### src/rtl/vgc_pkg.sv
package vgc_pkg;

  typedef enum logic [1:0] {
    ROLE_PLAIN      = 2'd0,
    ROLE_WIDE_DST   = 2'd1,
    ROLE_NARROW_SRC = 2'd2,
    ROLE_UNUSED     = 2'd3
  } vgc_role_e;

  // Largest legal log2 values: 64-bit elements, eight-register groups.
  localparam int unsigned MAX_W_LOG2   = 3;
  localparam int unsigned MAX_GRP_LOG2 = 3;

  typedef struct packed {
    logic [2:0] w_log2;
    logic [2:0] grp_log2;
    logic       width_over;
    logic       group_over;
    logic       role_bad;
  } vgc_eff_t;

  // Widening destinations and narrowing sources take one log2 step up.
  function automatic logic steps_up(input vgc_role_e r);
    return (r == ROLE_WIDE_DST) || (r == ROLE_NARROW_SRC);
  endfunction

  function automatic vgc_eff_t derive_eff(input logic [1:0] w_code,
                                          input logic [1:0] g_code,
                                          input vgc_role_e  r);
    vgc_eff_t e;
    logic [2:0] step;
    step         = {2'b00, steps_up(r)};
    e.w_log2     = {1'b0, w_code} + step;
    e.grp_log2   = {1'b0, g_code} + step;
    e.width_over = e.w_log2 > 3'(MAX_W_LOG2);
    e.group_over = e.grp_log2 > 3'(MAX_GRP_LOG2);
    e.role_bad   = (r == ROLE_UNUSED);
    return e;
  endfunction

endpackage

### src/rtl/vgc_legality.sv
module vgc_legality
  import vgc_pkg::*;
#(
  parameter int unsigned SPEC_W = 5
) (
  input  logic [SPEC_W-1:0] spec,
  input  vgc_eff_t          eff,
  input  logic              fixed_ratio,
  input  logic [1:0]        w_code,
  input  logic [1:0]        g_code,
  output logic              misaligned,
  output logic              cfg_bad,
  output logic              illegal
);
  localparam int unsigned EW = SPEC_W + 2;

  logic [EW-1:0] grp_size;
  logic [EW-1:0] spec_ext;

  always_comb begin
    grp_size   = EW'(1) << eff.grp_log2;
    spec_ext   = EW'(spec);
    misaligned = |(spec_ext & (grp_size - EW'(1)));
    cfg_bad    = fixed_ratio && (w_code != g_code);
    illegal    = eff.role_bad | eff.width_over | eff.group_over |
                 misaligned | cfg_bad;
  end
endmodule

### config.mk
export PLATFORM = sky130hd
export DESIGN_NAME = vgc_legality
export DESIGN_NICKNAME = d
export VERILOG_FILES = /design/src/rtl/vgc_pkg.sv /design/src/rtl/vgc_legality.sv
export SDC_FILE = /design/constraint.sdc
export NUM_CORES = 1
export LEC_CHECK = 0
export CORE_AREA = 5 5 42 44
export DETAILED_ROUTE_END_ITERATION = 10
export DIE_AREA = 0 0 47 49
export GPL_ROUTABILITY_DRIVEN = 0
export PLACE_DENSITY = 0.46
export SYNTH_ARGS = -nofsm -noshare
export SYNTH_HDL_FRONTEND = slang
export SYNTH_SLANG_ARGS = --single-unit
### constraint.sdc
create_clock -name vclk -period 6.4
set_input_delay 0.96 -clock vclk [all_inputs]
set_output_delay 0.96 -clock vclk [all_outputs]
set_load 0.01 [all_outputs]
==> summary.md <==
| Metric | Value |
|---|---|
| IR Drop Worst-Case VDD | `0.01397 mV` |
| Seq cells | `0` |
| DR WL/cell | `9.577 um` |
| FF+latch area | `0 um2` |
| Part of the Yosys area used for sequential elements | `0` |
| Rows | `14` |
| PnR worst setup slack | `1.664 ns` |
| Syn Inst Count | `17` |
| Internal power | `0.00001439 W` |
| Max-cap violations | `0` |
| Most common cell after layout, fill and taps aside | `clkdlybuf4s50_1` |
| Sw power | `0.000006046 W` |
| Clk pwr share | `0` |
| Worst Path Required | `5.44 ns` |
| Chip Width | `47 um` |
| Final nets | `58` |
| Clock period minus worst slack | `4.736 ns` |
| Critical Path Source Type | `input pin` |
| Post-CTS setup buffer count | `0` |
| Clkbuf count | `0` |
| Sequential share of power | `0` |
| Total Routing Usage GR | `0.04000` |
| CORE AREA | `0.001401 mm2` |
| Final Hold Fails | `0` |
| Logic gate share of total power | `1.000` |
| Hold Slack | `2.930 ns` |
| Tot Pwr | `0.00002044 W` |
| Iter 0 DRT Violations | `0` |
| Critical path arrival | `3.78 ns` |
| Crit path kind | `input pin to primary output` |
| Post-route design area | `352.8 um2` |
| Drt first pass iters | `1` |
| Port bufs | `19` |
| Total gr overflow | `0` |
| Final slew viol count | `0` |
| CTS resizes | `0` |
| YS warnings | `0` |
| Worst slack, placed | `1.652 ns` |
| Cell Pwr Density | `57.93 mW/mm2` |
| RSZ-0062 raised after global routing | `no` |
| Initial antenna violation count | `0` |
| Unique masters post-synth | `13` |
| Worst Hold Path Cells | `3` |
| Syn_nets | `37` |
| Post-Syn Area per Cell | `8.390 um2` |
| Die span in y | `49 um` |
| DRC | `0` |
| Commonest non-fill, non-tap cells in the layout | `clkdlybuf4s50_1 (19), xnor2_1 (3), a221o_1 (2), or3_1 (2)` |
| ANT nets after route | `0` |
| P_leak | `0.1167 nW` |
| Worst min path class | `input pin to primary output` |
| Post-Syn Area | `142.6 um2` |
| Worst-Margin Slew | `0.3479 ns` |
| Largest fanout on the critical path | `7` |
| Largest net degree at the start of global routing | `8` |
| Fmax | `0.2112 GHz` |
| Final wirelength | `498 um` |
| Crit end category | `primary output` |
| Status | `finished, final reports clean` |
| Initial Utilization | `0.1018` |
| Max transition margin | `0.7652` |
| Final period util | `0.7400` |
| Count of final setup violators | `0` |
| Layout cells sized above 1 | `0.08333` |
| Synth-to-layout area growth | `147.4%` |
| Via/cell ratio | `4.058` |
| Total number of vias | `211` |
| Vias in the first global route | `194` |
| Setup TNS | `0 ns` |
| Diode count | `0` |
| CTS Hold Bufs | `0` |
| Die Area | `0.002303 mm2` |
| IO Pins | `22` |
| Switching Fraction | `0.2958` |
| First-pass GRT wire length | `759 um` |
| Placed instance area | `352.8 um2` |
| Filler Cell Count | `165` |
-- final timing paths --
kind | from | endpoint | slack [ns]
worst max-delay path | eff[5] | illegal | 1.66
worst min-delay path | fixed_ratio | cfg_bad | 2.93
-- metrics by stage --
| stage | util | std cells |
|---|---|---|
| 2_1_floorplan | - | 17 |
| 3_3_place_gp | 0.2518 | 52 |
| 3_5_place_dp | 0.2518 | 52 |
| 4_1_cts | 0.2518 | 52 |
| 5_1_grt | 0.2518 | 52 |
| 6_report | 0.2518 | 52 |
-- power by group through the flow --
stage	clock network (W)	logic (W)	registers, W
after floorplan	0	0.00000673	0
after global placement	0	0.0000199	0
after detailed placement	0	0.0000206	0
after CTS	0	0.0000207	0
after global routing	0	0.0000222	0
final	0	0.0000204	0
-- synth_stat cells --
library cell,instances,area [um2]
a221o_1,2,20.02
or3_4,1,11.26
nor2b_1,1,6.260
nor3b_1,1,7.510
ha_1,1,12.51
or3b_2,1,8.760
a21boi_0,1,7.510
inv_1,1,3.750
o311ai_0,1,8.760
o211ai_1,1,7.510
xnor2_1,3,26.28
or3_1,2,12.51
or4b_2,1,10.01
-- kinds of logic after synthesis --
kind of cell / count (synthesis) / synth area share
compound gates: 5 / 0.3071
xor+xnor: 3 / 0.1842
fa+ha+maj: 1 / 0.08771
buf+inv: 1 / 0.02629
simple gates: 7 / 0.3948
-- cell type report --
type	count	area, um2	share of cell area
inverters	1	3.754	0.01064
multi-input cells	16	138.9	0.3936
well taps	16	20.02	0.05674
repair buffers	19	190.2	0.5390
-- per-layer routing --
layer,GRT usage,wire (um),up-vias
met3,0,72,0
met2,0.07466,251,13
met4,0,0,0
met5,0,0,-
met1,0.05217,174,90
li1,-,-,108
-- critical path: stages --
cell and delay (ns):
clkdlybuf4s50_1 0.51, or3b_2 0.50, ha_1 0.21, or4b_2 0.60, o311ai_0 0.13, a221o_1 0.23
or3_1 0.10, clkdlybuf4s50_1 0.53
Note: power is estimated with default switching activity, not from simulation.
